**src/rtl/irq_prio_pkg.sv**
```systemverilog
package irq_prio_pkg;
  typedef enum logic [1:0] {
    LVL_LO  = 2'd0,
    LVL_MED = 2'd1,
    LVL_HI  = 2'd2,
    LVL_NMI = 2'd3
  } irq_lvl_e;

  localparam int NUM_LVL = 4;

  localparam logic [1:0] ADDR_STATUS = 2'd0;
  localparam logic [1:0] ADDR_PTR    = 2'd1;
  localparam logic [1:0] ADDR_CTRL   = 2'd2;

  localparam int CTRL_ROT_BIT = 7;
endpackage

```
**src/rtl/irq_find_first.sv**
```systemverilog
module irq_find_first #(
  parameter  int N     = 16,
  localparam int IDX_W = $clog2(N)
) (
  input  logic [N-1:0]     vec_i,
  input  logic [IDX_W-1:0] start_i,
  output logic             found_o,
  output logic [IDX_W-1:0] idx_o
);
  // circular scan beginning at start_i
  always_comb begin
    found_o = 1'b0;
    idx_o   = '0;
    for (int k = 0; k < N; k++) begin
      automatic int c = (int'(start_i) + k) % N;
      if (!found_o && vec_i[c]) begin
        found_o = 1'b1;
        idx_o   = IDX_W'(c);
      end
    end
  end
endmodule

```
**src/rtl/irq_nest.sv**
```systemverilog
module irq_nest
  import irq_prio_pkg::*;
(
  input  logic                clk_i,
  input  logic                rst_ni,
  input  logic                ack_i,
  input  logic [1:0]          ack_lvl_i,
  input  logic                reti_i,
  output logic [NUM_LVL-1:0]  act_o
);
  logic [NUM_LVL-1:0] act_q, act_d;

  always_comb begin
    automatic logic done = 1'b0;
    act_d = act_q;
    if (reti_i) begin
      for (int l = NUM_LVL - 1; l >= 0; l--) begin
        if (!done && act_d[l]) begin
          act_d[l] = 1'b0;
          done     = 1'b1;
        end
      end
    end
    if (ack_i) act_d[ack_lvl_i] = 1'b1;
  end

  always_ff @(posedge clk_i or negedge rst_ni) begin
    if (!rst_ni) act_q <= '0;
    else         act_q <= act_d;
  end

  assign act_o = act_q;


  ack_sets_flag_chk: assert property (@(posedge clk_i) disable iff (!rst_ni)
    ack_i |=> act_q[$past(ack_lvl_i)]);


  reti_clears_one_chk: assert property (@(posedge clk_i) disable iff (!rst_ni)
    (reti_i && !ack_i && act_q != '0) |=>
      ($countones(act_q) == $countones($past(act_q)) - 1));
endmodule

```
**src/rtl/irq_prio_regs.sv**
```systemverilog
module irq_prio_regs
  import irq_prio_pkg::*;
#(
  parameter  int N_SRC = 16,
  localparam int IDX_W = $clog2(N_SRC)
) (
  input  logic               clk_i,
  input  logic               rst_ni,
  input  logic               we_i,
  input  logic [1:0]         addr_i,
  input  logic [7:0]         wdata_i,
  input  logic               ack_lo_i,
  input  logic [IDX_W-1:0]   ack_idx_i,
  input  logic [NUM_LVL-1:0] act_i,
  output logic [2:0]         en_o,
  output logic               rot_o,
  output logic [IDX_W-1:0]   ptr_o,
  output logic [7:0]         rdata_o
);
  logic [2:0]       en_q;
  logic             rot_q;
  logic [IDX_W-1:0] ptr_q;
  logic             ptr_wr, ctrl_wr;

  assign ptr_wr  = we_i && (addr_i == ADDR_PTR);
  assign ctrl_wr = we_i && (addr_i == ADDR_CTRL);

  always_ff @(posedge clk_i or negedge rst_ni) begin
    if (!rst_ni) begin
      en_q  <= '0;
      rot_q <= 1'b0;
    end else if (ctrl_wr) begin
      en_q  <= wdata_i[2:0];
      rot_q <= wdata_i[CTRL_ROT_BIT];
    end
  end

  // software write beats rotation update
  always_ff @(posedge clk_i or negedge rst_ni) begin
    if (!rst_ni)                ptr_q <= '0;
    else if (ptr_wr)            ptr_q <= wdata_i[IDX_W-1:0];
    else if (ack_lo_i && rot_q) ptr_q <= ack_idx_i + IDX_W'(1);
  end

  always_comb begin
    unique case (addr_i)
      ADDR_STATUS: rdata_o = {4'b0, act_i};
      ADDR_PTR:    rdata_o = 8'(ptr_q);
      ADDR_CTRL:   rdata_o = {rot_q, 4'b0, en_q};
      default:     rdata_o = 8'h00;
    endcase
  end

  assign en_o  = en_q;
  assign rot_o = rot_q;
  assign ptr_o = ptr_q;


  ptr_frozen_chk: assert property (@(posedge clk_i) disable iff (!rst_ni)
    (!rot_q && !ptr_wr) |=> $stable(ptr_q));


  ptr_write_chk: assert property (@(posedge clk_i) disable iff (!rst_ni)
    ptr_wr |=> (ptr_q == $past(wdata_i[IDX_W-1:0])));


  ctrl_resv_chk: assert property (@(posedge clk_i) disable iff (!rst_ni)
    (addr_i == ADDR_CTRL) |-> (rdata_o[6:3] == 4'b0));
endmodule

```
**src/rtl/irq_prio_ctrl.sv**
```systemverilog
module irq_prio_ctrl
  import irq_prio_pkg::*;
#(
  parameter  int N_SRC = 16,
  localparam int IDX_W = $clog2(N_SRC)
) (
  input  logic               clk_i,
  input  logic               rst_ni,
  input  logic [N_SRC-1:0]   irq_req_i,
  input  logic [2*N_SRC-1:0] irq_lvl_i,
  input  logic               csr_we_i,
  input  logic [1:0]         csr_addr_i,
  input  logic [7:0]         csr_wdata_i,
  output logic [7:0]         csr_rdata_o,
  output logic               gnt_valid_o,
  output logic [IDX_W-1:0]   gnt_idx_o,
  output logic [1:0]         gnt_lvl_o,
  input  logic               gnt_ack_i,
  input  logic               reti_i
);
  logic [2:0]                    en;
  logic                          rot;
  logic [IDX_W-1:0]              ptr;
  logic [NUM_LVL-1:0]            act;
  logic [NUM_LVL-1:0]            lvl_ok, lvl_hit;
  logic [NUM_LVL-1:0][N_SRC-1:0] lvl_req;
  logic [NUM_LVL-1:0][IDX_W-1:0] lvl_idx;
  logic                          ack_fire;

  for (genvar l = 0; l < NUM_LVL; l++) begin : g_lvl
    if (l == int'(LVL_NMI)) begin : g_nmi
      assign lvl_ok[l] = ~act[l];
    end else begin : g_mask
      assign lvl_ok[l] = ~|act[NUM_LVL-1:l] & en[l];
    end

    for (genvar s = 0; s < N_SRC; s++) begin : g_src
      assign lvl_req[l][s] = irq_req_i[s] && lvl_ok[l]
                             && (irq_lvl_i[2*s +: 2] == 2'(l));
    end

    irq_find_first #(.N(N_SRC)) u_scan (
      .vec_i   (lvl_req[l]),
      .start_i ((l == int'(LVL_LO)) ? ptr : '0),
      .found_o (lvl_hit[l]),
      .idx_o   (lvl_idx[l])
    );
  end

  // ascending walk: highest hit level overrides
  always_comb begin
    gnt_valid_o = 1'b0;
    gnt_idx_o   = '0;
    gnt_lvl_o   = LVL_LO;
    for (int l = 0; l < NUM_LVL; l++) begin
      if (lvl_hit[l]) begin
        gnt_valid_o = 1'b1;
        gnt_idx_o   = lvl_idx[l];
        gnt_lvl_o   = 2'(l);
      end
    end
  end

  assign ack_fire = gnt_ack_i && gnt_valid_o;

  irq_nest u_nest (
    .clk_i     (clk_i),
    .rst_ni    (rst_ni),
    .ack_i     (ack_fire),
    .ack_lvl_i (gnt_lvl_o),
    .reti_i    (reti_i),
    .act_o     (act)
  );

  irq_prio_regs #(.N_SRC(N_SRC)) u_regs (
    .clk_i     (clk_i),
    .rst_ni    (rst_ni),
    .we_i      (csr_we_i),
    .addr_i    (csr_addr_i),
    .wdata_i   (csr_wdata_i),
    .ack_lo_i  (ack_fire && (gnt_lvl_o == LVL_LO)),
    .ack_idx_i (gnt_idx_o),
    .act_i     (act),
    .en_o      (en),
    .rot_o     (rot),
    .ptr_o     (ptr),
    .rdata_o   (csr_rdata_o)
  );


  gnt_enabled_chk: assert property (@(posedge clk_i) disable iff (!rst_ni)
    (gnt_valid_o && gnt_lvl_o != LVL_NMI) |-> en[gnt_lvl_o]);


  gnt_preempt_chk: assert property (@(posedge clk_i) disable iff (!rst_ni)
    gnt_valid_o |-> ((act >> gnt_lvl_o) == '0));


  gnt_req_chk: assert property (@(posedge clk_i) disable iff (!rst_ni)
    gnt_valid_o |-> irq_req_i[gnt_idx_o]);
endmodule

```
**config.mk**
```make
export PLATFORM = sky130hd
export DESIGN_NAME = irq_prio_ctrl
export DESIGN_NICKNAME = d
export VERILOG_FILES = /design/src/rtl/irq_prio_pkg.sv /design/src/rtl/irq_find_first.sv /design/src/rtl/irq_nest.sv /design/src/rtl/irq_prio_regs.sv /design/src/rtl/irq_prio_ctrl.sv
export SDC_FILE = /design/constraint.sdc
export NUM_CORES = 1
export LEC_CHECK = 0
export BUFFER_PORTS_ARGS = -buffer_cell sky130_fd_sc_hd__clkbuf_2
export CORE_ASPECT_RATIO = 1.4
export CORE_MARGIN = 2
export CORE_UTILIZATION = 45
export DETAILED_ROUTE_END_ITERATION = 8
export GPL_TIMING_DRIVEN = 0
export HOLD_SLACK_MARGIN = 0.08
export PLACE_DENSITY = 0.77
export SYNTH_ARGS = -nofsm -noshare
export SYNTH_HDL_FRONTEND = slang
export SYNTH_SLANG_ARGS = --single-unit
```
**constraint.sdc**
```tcl
create_clock -name clk_i -period 9.5 [get_ports clk_i]
set_input_delay 0.475 -clock clk_i [delete_from_list [all_inputs] [get_ports clk_i]]
set_output_delay 0.475 -clock clk_i [all_outputs]
set_load 0.03 [all_outputs]
```
==> flow_metrics.py, run 1 <==
metrics = {
    "sta": {
        "clock_skew_ns": 0.00347,
        "fin_crit_ns": 6.78,
        "slew_headroom_pct": 15.2,
        "fin_hold_ws_ns": 0.115,
        "worstMarginPinSlew_ns": 1.26,
        "fmax_ghz": 0.148,
        "fin_ws_ns": 2.72,
        "grt_setup_unrepaired": "no",
        "period_share_pct": 71.4,
        "setup_tns_ns": 0,
        "drv_slew": 0,
        "finalHoldViolCount": 0,
        "finalSetupViolCount": 0,
    },
    "final_layout": {
        "nets": 803,
        "n_fill_cell": 1011,
        "area_delta_synth_final_pct": 12.8,
        "stdcell_area_um2": 5440,
        "drive_above_1_share_pct": 21.1,
        "diodes": 0,
    },
    "flow_run": {
        "cap_violations": 0,
    },
    "clock_tree": {
        "h-tree-depth": 1,
        "clk_pin_slew_ns": 0.04,
        "clk_path_buf_depth": 2,
        "cts_setup_buffers": 0,
        "clock_sinks": 12,
        "clock_latency_ns": 0.24,
        "cts_hold_buf": 0,
        "cts_root_buf": "clkbuf_16",
        "ctsResizeCount": 0,
        "cts_buffers": 3,
        "cts_tree": "done",
    },
    "global_routing": {
        "first_global_vias": 5941,
        "grt_overflow": 0,
        "gr-usage-all-layers_pct": 34.3,
        "antenna_found_initial": 0,
        "grt_pass1_wl_mm": 31.6,
        "grt_max_degree": 13,
    },
    "power": {
        "ir_drop_mv": 0.178,
        "p_per_area_nw_per_um2": 322,
        "p_leak_nw": 2.08,
        "power.total_mw": 1.75,
    },
    "setup_path": {
        "crit_buf_inv": 5,
        "critPathCaptureType": "output port",
        "cp_max_fo": 11,
        "path_class": "reg -> out",
        "cp.arrival_ns": 6.30,
        "crit_chain": "clkbuf_1, clkinv_1, ha_1, xnor2_1, mux4_2, mux2_2, a21oi_2, nand3_1, or3_1, buf_6, o311a_1, a21boi_1, a21o_1, inv_1, clkbuf_2",
        "cpPeakStageDelay_ns": 1.02,
        "cp_slowest_cell": "xnor2_1",
        "cp_top_family": "buffers and inverters",
        "worst_ep_required_time_ns": 9.03,
        "startpoint_type": "register",
    },
    "die": {
        "die_w_um": 91.5,
        "dieArea_um2": 11600,
        "initial_core_util_pct": 46.3,
        "std_cell_rows": 44,
        "die_y_um": 126,
        "core_um2": 10400,
        "io_pins": 78,
    },
    "synth": {
        "ys_ff_latch": 12,
        "syn_area_um2": 4820,
        "synthTopCellsByArea": "mux4_2 (9.8%), dfrtp_1 (6.2%), nand2_1 (5.8%)",
        "synthFlopType": "dfrtp_1",
        "ys_seq_area_share_pct": 6.23,
        "synth-async-reset-ratio_pct": 100,
        "yosysWarnings": 0,
        "synth_most_common_cell": "nand2_1",
        "yosysTopAreaCell": "mux4_2",
        "postSynthCellCount": 655,
        "synthTopCellsByCount": "nand2_1 (74), nor2_1 (54), o21ai_0 (43), a21oi_1 (31), nand3_1 (29)",
        "synth_top_area_share_pct": 9.81,
        "ys_types": 87,
        "syn_avg_cell_area_um2": 7.36,
        "synth_edf_count": 0,
    },
    "outcome": {
        "status": "complete, but fails checks",
        "violations": "design-rule violations",
    },
    "detailed_routing": {
        "antenna_left": 0,
        "first_pass_iters": 8,
        "wl_per_cell_um": 23.3,
        "wirelength_mm": 20.3,
        "vias_per_cell": 7.14,
        "drtIter0Drc": 847,
        "vias": 6203,
        "drc": 1,
    },
    "placement": {
        "io_buffers": 70,
        "place_ws_ns": 3.26,
        "place_congestion": 1.08,
        "dp_hpwl_mm": 16.4,
        "dpl_cell_area_um2": 5350,
    },
    "worst_hold_path": {
        "hold_class": "in -> async",
    },
}
[path summary, 6_finish.rpt]
check                      cells after the start  slack (ns)         endpoint             from
hold reg to reg                                1        0.57     u_regs.rot_o     u_regs.rot_o
hold / removal                                 1        0.12  u_regs.ptr_o[1]           rst_ni
setup reg to reg                              16        3.00  u_regs.ptr_o[2]  u_regs.ptr_o[1]
max in group asynchronous                      1        9.14   u_regs.en_o[2]           rst_ni
min in group clk_i                             3        0.46  u_regs.ptr_o[3]   csr_wdata_i[3]
setup / recovery                              15        2.72     gnt_idx_o[2]  u_regs.ptr_o[1]
[placed cells by master, fill, tap and decap left out, drive strengths merged, types with 14 or more instances in the layout]
cell and count:
mux2i 28, mux2 14, buf 18, nand3 29, nand3b 15, o22ai 16
nor3 18, nand2 75, mux4 21, a211oi 17, a21oi 33, nor2 54
clkbuf 90, nor3b 19, o21ai 48
[power by group]
part | switching, mW | total [mW] | internal [mW]
logic | 1.03 | 1.57 | 0.543
registers | 0.0233 | 0.0923 | 0.0690
clock network | 0.0229 | 0.0865 | 0.0636
total | 1.08 | 1.75 | 0.675
[metrics by stage]
stage,utilization [%],instances
2_1_floorplan,-,657
3_3_place_gp,51.4,865
3_5_place_dp,51.4,865
4_1_cts,52.3,869
5_1_grt,52.3,869
6_report,52.3,869
[state kept, by name (all words and copies together) (netlist names)]
signal / count
u_nest.act_o: 4
u_regs.ptr_o: 4
u_regs.en_o: 3
u_regs.rot_o: 1
[routing by layer]
metal	GRT usage, %	part of all wire, %	up-vias
li1	-	-	2728
met1	38.1	34	2870
met3	5.46	8.6	145
met2	58.9	48	460
met5	0	0	-
met4	24.9	9.1	0
[cell families after synthesis]
group	Yosys count	share of synthesized area [%]
buf+inv	48	4.91
flops	12	6.23
compound gates	214	31.4
xor+xnor	15	2.73
other cells	1	0.0778
mux	63	19.6
fa+ha+maj	8	2.08
simple gates	294	33.0
[final cells by class]
| cell class | count | area [um^2] | area share (%) |
|---|---|---|---|
| plain buffers | 34 | 181 | 3.33 |
| clock buffers | 4 | 88.8 | 1.63 |
| inverters | 14 | 55.1 | 1.01 |
| multi-input cells | 597 | 4290 | 78.9 |
| flip-flops and latches | 12 | 300 | 5.52 |
| well taps | 138 | 173 | 3.17 |
| repair buffers | 70 | 350 | 6.44 |
Power figures use the tool's default switching activity.
==> inputs of run 2 (changes only) <==
--- a/config.mk
+++ b/config.mk
@@ -12,7 +12,7 @@
 export DETAILED_ROUTE_END_ITERATION = 8
 export GPL_TIMING_DRIVEN = 0
 export HOLD_SLACK_MARGIN = 0.08
-export PLACE_DENSITY = 0.77
+export PLACE_DENSITY = 0.79
 export SYNTH_ARGS = -nofsm -noshare
 export SYNTH_HDL_FRONTEND = slang
 export SYNTH_SLANG_ARGS = --single-unit
==> constraint.sdc (replaced) <==
create_clock -name clk_i -period 5.55 [get_ports clk_i]
set_input_delay 0.2775 -clock clk_i [delete_from_list [all_inputs] [get_ports clk_i]]
set_output_delay 0.2775 -clock clk_i [all_outputs]
set_load 0.03 [all_outputs]
==> run 2 against run 1 <==
Compared with the run above: largest cell class unchanged; highest routed layer unchanged; worst setup slack lost 2.6 ns; global-route usage down 1.1 points; critical path type unchanged; the flow now finishes without violations; die area did not move.
==> flow_metrics.py, run 2 (synthesis results as in run 1) <==
metrics = {
    "sta": {
        "fmax_ghz": 0.184,
        "fin_crit_ns": 5.43,
        "period_share_pct": 97.8,
        "setup_tns_ns": 0,
        "finalHoldViolCount": 0,
        "clock_skew_ns": 0.00201,
        "drv_slew": 0,
        "worstMarginPinSlew_ns": 1.12,
        "slew_headroom_pct": 25.4,
        "grt_setup_unrepaired": "no",
        "finalSetupViolCount": 0,
    },
    "final_layout": {
        "diodes": 0,
        "final_common_cell": "nand2_1",
        "layout_common_cells": "nand2_1 (74), clkbuf_2 (71), nor2_1 (53), o21ai_0 (43), a21oi_1 (31)",
        "area_delta_synth_final_pct": 13.6,
        "drive_above_1_share_pct": 22.2,
        "stdcell_count": 868,
        "nets": 802,
        "n_fill_cell": 1028,
    },
    "clock_tree": {
        "cts_root_buf": "clkbuf_16",
        "clk_path_buf_depth": 2,
        "h-tree-depth": 1,
        "clock_latency_ns": 0.24,
        "cts_tree": "done",
        "cts_buffers": 3,
        "clk_pin_slew_ns": 0.04,
        "clock_sinks": 12,
    },
    "setup_path": {
        "cp_max_fo": 11,
        "path_class": "reg -> out",
        "cpPeakStageDelay_ns": 0.50,
        "cp.arrival_ns": 5.15,
        "cpMostUsedCell": "clkbuf_2",
        "worst_ep_required_time_ns": 5.27,
        "rrSetupSlack_ns": 0.19,
        "cp_slowest_cell": "dfrtp_1",
        "crit_buf_inv": 6,
        "crit_chain": "buf_2, clkinv_2, ha_2, clkbuf_2, mux4_2, mux2i_2, o22ai_1, nor2_2, nand3_1, or3_1, buf_6, o311a_1, a21boi_1, a21o_1, inv_1, clkbuf_2",
        "reg2reg_to": "u_regs.ptr_o[1]",
        "critPathCaptureType": "output port",
        "cp_top_family": "buffers and inverters",
        "startpoint_type": "register",
        "rr_startpoint": "u_regs.ptr_o[1]",
        "rr_worst_depth": 16,
    },
    "detailed_routing": {
        "drtIter0Drc": 602,
        "antenna_left": 0,
        "vias_per_cell": 6.87,
        "drc": 0,
        "first_pass_iters": 5,
        "vias": 5967,
        "wirelength_mm": 19.6,
        "wl_per_cell_um": 22.5,
    },
    "die": {
        "core_um2": 10400,
        "std_cell_rows": 44,
        "dieArea_um2": 11600,
        "io_pins": 78,
        "initial_core_util_pct": 46.3,
        "die_w_um": 91.5,
        "die_y_um": 126,
    },
    "worst_hold_path": {
        "hold_depth": 3,
        "hold_class": "in -> reg",
        "hp-start": "csr_wdata_i[3]",
        "holdPathEnd": "u_regs.ptr_o[3]",
    },
    "global_routing": {
        "grt_max_degree": 13,
        "first_global_vias": 5652,
        "grt_pass1_wl_mm": 30.4,
        "antenna_found_initial": 0,
        "gr-usage-all-layers_pct": 33.2,
        "grt_overflow": 0,
    },
    "power": {
        "swShare_pct": 60.6,
        "p_leak_nw": 2.09,
        "power_switching_mw": 1.81,
        "ir_drop_mv": 0.258,
        "power.share.sequential_pct": 5.2,
        "p_clk_share_pct": 4.9,
        "p_int_mw": 1.18,
        "p_per_area_nw_per_um2": 545,
        "pwr-share-comb_pct": 89.9,
    },
    "flow_run": {
        "cap_violations": 0,
    },
    "placement": {
        "io_buffers": 70,
        "place_congestion": 1.02,
        "dp_hpwl_mm": 15.9,
        "place_inst": 865,
    },
    "outcome": {
        "status": "complete, no violations",
    },
}
==> run 2: layout make-up <==
class,count,area [um^2],share of cell area [%]
buffer,32,176,3.22
clock buffer,4,88.8,1.62
inverter,14,56.3,1.03
multi-input combinational,597,4320,78.9
sequential,12,300,5.48
tap,138,173,3.15
timing repair buffer,71,360,6.58
==> run 2: power groups by stage <==
| stage | Sequential, mW | Clock [mW] | Combinational (mW) |
|---|---|---|---|
| after floorplan | 0.142 | 0 | 1.87 |
| final | 0.156 | 0.146 | 2.68 |
| after CTS | 0.156 | 0.147 | 2.57 |
| after global placement | 0.156 | 0 | 2.55 |
| after detailed placement | 0.157 | 0 | 2.54 |
| after global routing | 0.158 | 0.155 | 2.83 |
==> run 2: stage by stage <==
step	cell area [um^2]	power (mW)	setup slack [ns]	hold slack (ns)	util (%)
floorplan	4830	2.01	0.586	-0.0181	-
global placement	5350	2.70	-0.579	0.171	51.4
detailed placement	5350	2.70	-0.567	0.172	51.4
CTS	5460	2.88	0.00790	0.272	52.5
global route	5480	3.15	0.0248	0.269	52.6
finish	5480	2.99	0.123	0.268	52.6
==> run 2: what timing repair did <==
action	CTS	global route
cloned	0	0
hold endpoints to repair	12	0
resized for setup	4	7
endpoints found under the setup margin	9	4
setup buffers	0	0
hold buffers	1	0
==> run 2: worst max path at each step <==
stage / start / endpoint / slack [ns] / depth (start not counted)
after detailed placement: u_regs.ptr_o[1] / u_regs.ptr_o[1] / -0.57 / 16
after floorplan: u_regs.ptr_o[1] / u_regs.ptr_o[1] / 0.59 / 15
final: u_regs.ptr_o[1] / gnt_idx_o[2] / 0.12 / 16
after CTS: u_regs.ptr_o[1] / gnt_idx_o[2] / 0.008 / 16
after global placement: u_regs.ptr_o[1] / u_regs.ptr_o[1] / -0.58 / 15
after global routing: u_regs.ptr_o[1] / gnt_idx_o[2] / 0.02 / 17
==> run 2: worst register-to-register path, delay by kind of cell (launching register included) <==
| family | cells | cell delay, ns |
|---|---|---|
| fa+ha+maj | 2 | 0.77 |
| flops | 1 | 0.50 |
| simple gates | 3 | 1.03 |
| mux | 3 | 0.88 |
| compound gates | 4 | 1.01 |
| buf+inv | 4 | 1.00 |
==> run 2: layer usage <==
metal / vias up / track usage (%) / share of wire [%]
met5: - / 0 / 0
met4: 0 / 26.4 / 10
met3: 123 / 3.15 / 7.0
met2: 370 / 56.3 / 47
met1: 2747 / 37.9 / 35
li1: 2727 / - / -
==> inputs of run 3 (changes only) <==
--- a/config.mk
+++ b/config.mk
@@ -9,6 +9,7 @@
 export CORE_ASPECT_RATIO = 1.4
 export CORE_MARGIN = 2
 export CORE_UTILIZATION = 45
+export CTS_BUF_LIST = sky130_fd_sc_hd__clkbuf_8
 export DETAILED_ROUTE_END_ITERATION = 8
 export GPL_TIMING_DRIVEN = 0
 export HOLD_SLACK_MARGIN = 0.08
==> run 3 against run 2 <==
Compared with the run above: clock skew about the same; sequential share of layout area about the same; register-to-register slack about the same; non-clock buffer count up 1; first-iteration DRC count up 7.5%; critical endpoint unchanged; clock power down 35%; sequential cell count unchanged; worst setup slack worse by 0.023 ns; hold slack worse by 0.010 ns; sequential power about the same; design area down 0.50%; die area unchanged.
==> flow_metrics.py, run 3 (synthesis results as in run 1) <==
metrics = {
    "outcome": {
        "status": "complete, no violations",
    },
    "global_routing": {
        "grt_pass1_wl_mm": 30.5,
        "gr-usage-all-layers_pct": 33.2,
        "antenna_found_initial": 0,
        "grt_max_degree": 13,
        "first_global_vias": 5624,
        "grt_overflow": 0,
    },
    "sta": {
        "drv_slew": 0,
        "period_share_pct": 98.2,
        "fin_crit_ns": 5.45,
        "finalHoldViolCount": 0,
        "worstMarginPinSlew_ns": 1.14,
        "clock_skew_ns": 0.00211,
        "grt_setup_unrepaired": "no",
        "slew_headroom_pct": 23.8,
        "fin_ws_ns": 0.100,
        "fmax_ghz": 0.183,
        "fin_hold_ws_ns": 0.258,
        "setup_tns_ns": 0,
        "finalSetupViolCount": 0,
    },
    "power": {
        "p_leak_nw": 2.08,
        "power.total_mw": 2.93,
        "ir_drop_mv": 0.255,
        "p_per_area_nw_per_um2": 538,
    },
    "clock_tree": {
        "clock_latency_ns": 0.24,
        "cts_tree": "done",
        "clk_pin_slew_ns": 0.05,
        "h-tree-depth": 1,
        "clock_sinks": 12,
        "cts_root_buf": "clkbuf_8",
        "cts_setup_buffers": 0,
        "cts_buffers": 3,
        "clk_path_buf_depth": 2,
    },
    "die": {
        "die_y_um": 126,
        "core_um2": 10400,
        "initial_core_util_pct": 46.3,
        "io_pins": 78,
        "die_w_um": 91.5,
        "dieArea_um2": 11600,
        "std_cell_rows": 44,
    },
    "final_layout": {
        "diodes": 0,
        "final_common_cell": "nand2_1",
        "drive_above_1_share_pct": 22.4,
        "utilization_pct": 52.4,
        "n_fill_cell": 1030,
        "stdcell_count": 869,
        "layout_common_cells": "nand2_1 (74), clkbuf_2 (72), nor2_1 (53), o21ai_0 (43), a21oi_1 (31)",
        "stdcell_area_um2": 5450,
        "nets": 803,
        "area_delta_synth_final_pct": 13.0,
    },
    "setup_path": {
        "worst_ep_required_time_ns": 5.27,
        "crit_chain": "buf_2, clkinv_2, ha_2, clkbuf_2, mux4_2, mux2i_2, o22ai_1, nor2_2, nand3_1, or3_1, buf_6, o311a_1, a21boi_1, a21o_1, inv_1, clkbuf_2",
        "rrSetupSlack_ns": 0.20,
        "cpMostUsedCell": "clkbuf_2",
        "rr_startpoint": "u_regs.ptr_o[1]",
        "rr_worst_depth": 16,
        "startpoint_type": "register",
        "critPathLaunch": "u_regs.ptr_o[1]",
        "cp_slowest_cell": "dfrtp_1",
        "critPathCaptureType": "output port",
        "cp.arrival_ns": 5.17,
        "crit_end": "gnt_idx_o[2]",
        "path_class": "reg -> out",
        "cp_max_fo": 11,
        "reg2reg_to": "u_regs.ptr_o[1]",
        "cpPeakStageDelay_ns": 0.52,
    },
    "detailed_routing": {
        "met3_length_mm": 1.33,
        "first_pass_iters": 6,
        "met1_length_mm": 7.05,
        "drc": 0,
        "routed-wl-met2_mm": 9.25,
        "wl_per_cell_um": 22.5,
        "vias_per_cell": 6.97,
        "antenna_left": 0,
        "wirelength_mm": 19.6,
        "vias": 6054,
        "drtIter0Drc": 647,
        "top_layer_used": "met4",
    },
    "placement": {
        "place_inst": 865,
        "io_buffers": 70,
        "dp_hpwl_mm": 15.9,
        "dpl_cell_area_um2": 5350,
        "place_congestion": 1.02,
        "place_ws_ns": -0.567,
    },
    "worst_hold_path": {
        "hold_class": "in -> reg",
    },
    "flow_run": {
        "cap_violations": 0,
    },
}
[run 3: cell types whose count changed in the layout (fill, tap and decap cells not counted)]
cell / before / now
clkbuf_16: 3 / 0
clkbuf_8: 1 / 4
clkbuf_2: 71 / 72
o21a_1: 5 / 4
o21a_2: 1 / 2
[run 3: report_power, final]
group / switching, mW / total (mW) / internal, mW
clock network: 0.0324 / 0.0951 / 0.0627
registers: 0.0382 / 0.156 / 0.118
logic: 1.73 / 2.68 / 0.952
[run 3: final cells by class]
cell class                      instances  area [um^2]  share of cell area, %
Multi-Input combinational cell        597         4320                   79.3
Tap cell                              138          173                   3.17
Sequential cell                        12          300                   5.51
Clock buffer                            4         55.1                   1.01
Timing Repair Buffer                   71          360                   6.61
Inverter                               14         56.3                   1.03
Buffer                                 33          181                   3.33
[run 3: worst min path at each step]
stage / depth (start not counted) / startpoint / slack (ns) / to
2_1_floorplan: 0 / rst_ni / -0.02 / u_nest.act_o[0]
3_3_place_gp: 1 / rst_ni / 0.17 / u_regs.ptr_o[0]
3_5_place_dp: 1 / rst_ni / 0.17 / u_regs.ptr_o[1]
4_1_cts: 3 / csr_wdata_i[3] / 0.26 / u_regs.ptr_o[3]
5_1_grt: 3 / csr_wdata_i[3] / 0.26 / u_regs.ptr_o[3]
6_report: 3 / csr_wdata_i[3] / 0.26 / u_regs.ptr_o[3]
[run 3: per-layer routing]
| layer | GRT usage [%] | vias up |
|---|---|---|
| met5 | 0 | - |
| met4 | 25.4 | 0 |
| met3 | 3.15 | 126 |
| met2 | 55.9 | 410 |
| met1 | 38.4 | 2787 |
| li1 | - | 2731 |
[run 3: worst max-delay path, delay by kind of cell, from the launching register on]
| kind | cells | cell delay, ns |
|---|---|---|
| compound gates | 4 | 1.01 |
| fa+ha+maj | 1 | 0.49 |
| buf+inv | 6 | 1.31 |
| flops | 1 | 0.52 |
| mux | 2 | 0.71 |
| simple gates | 3 | 0.88 |
[run 3: repair_timing]
| item | CTS | global route |
|---|---|---|
| endpoints found under the setup margin | 9 | 6 |
| endpoints found under the hold margin | 12 | 0 |
| gates resized for setup | 4 | 10 |
| hold buffers | 1 | 0 |
| cloned | 0 | 0 |
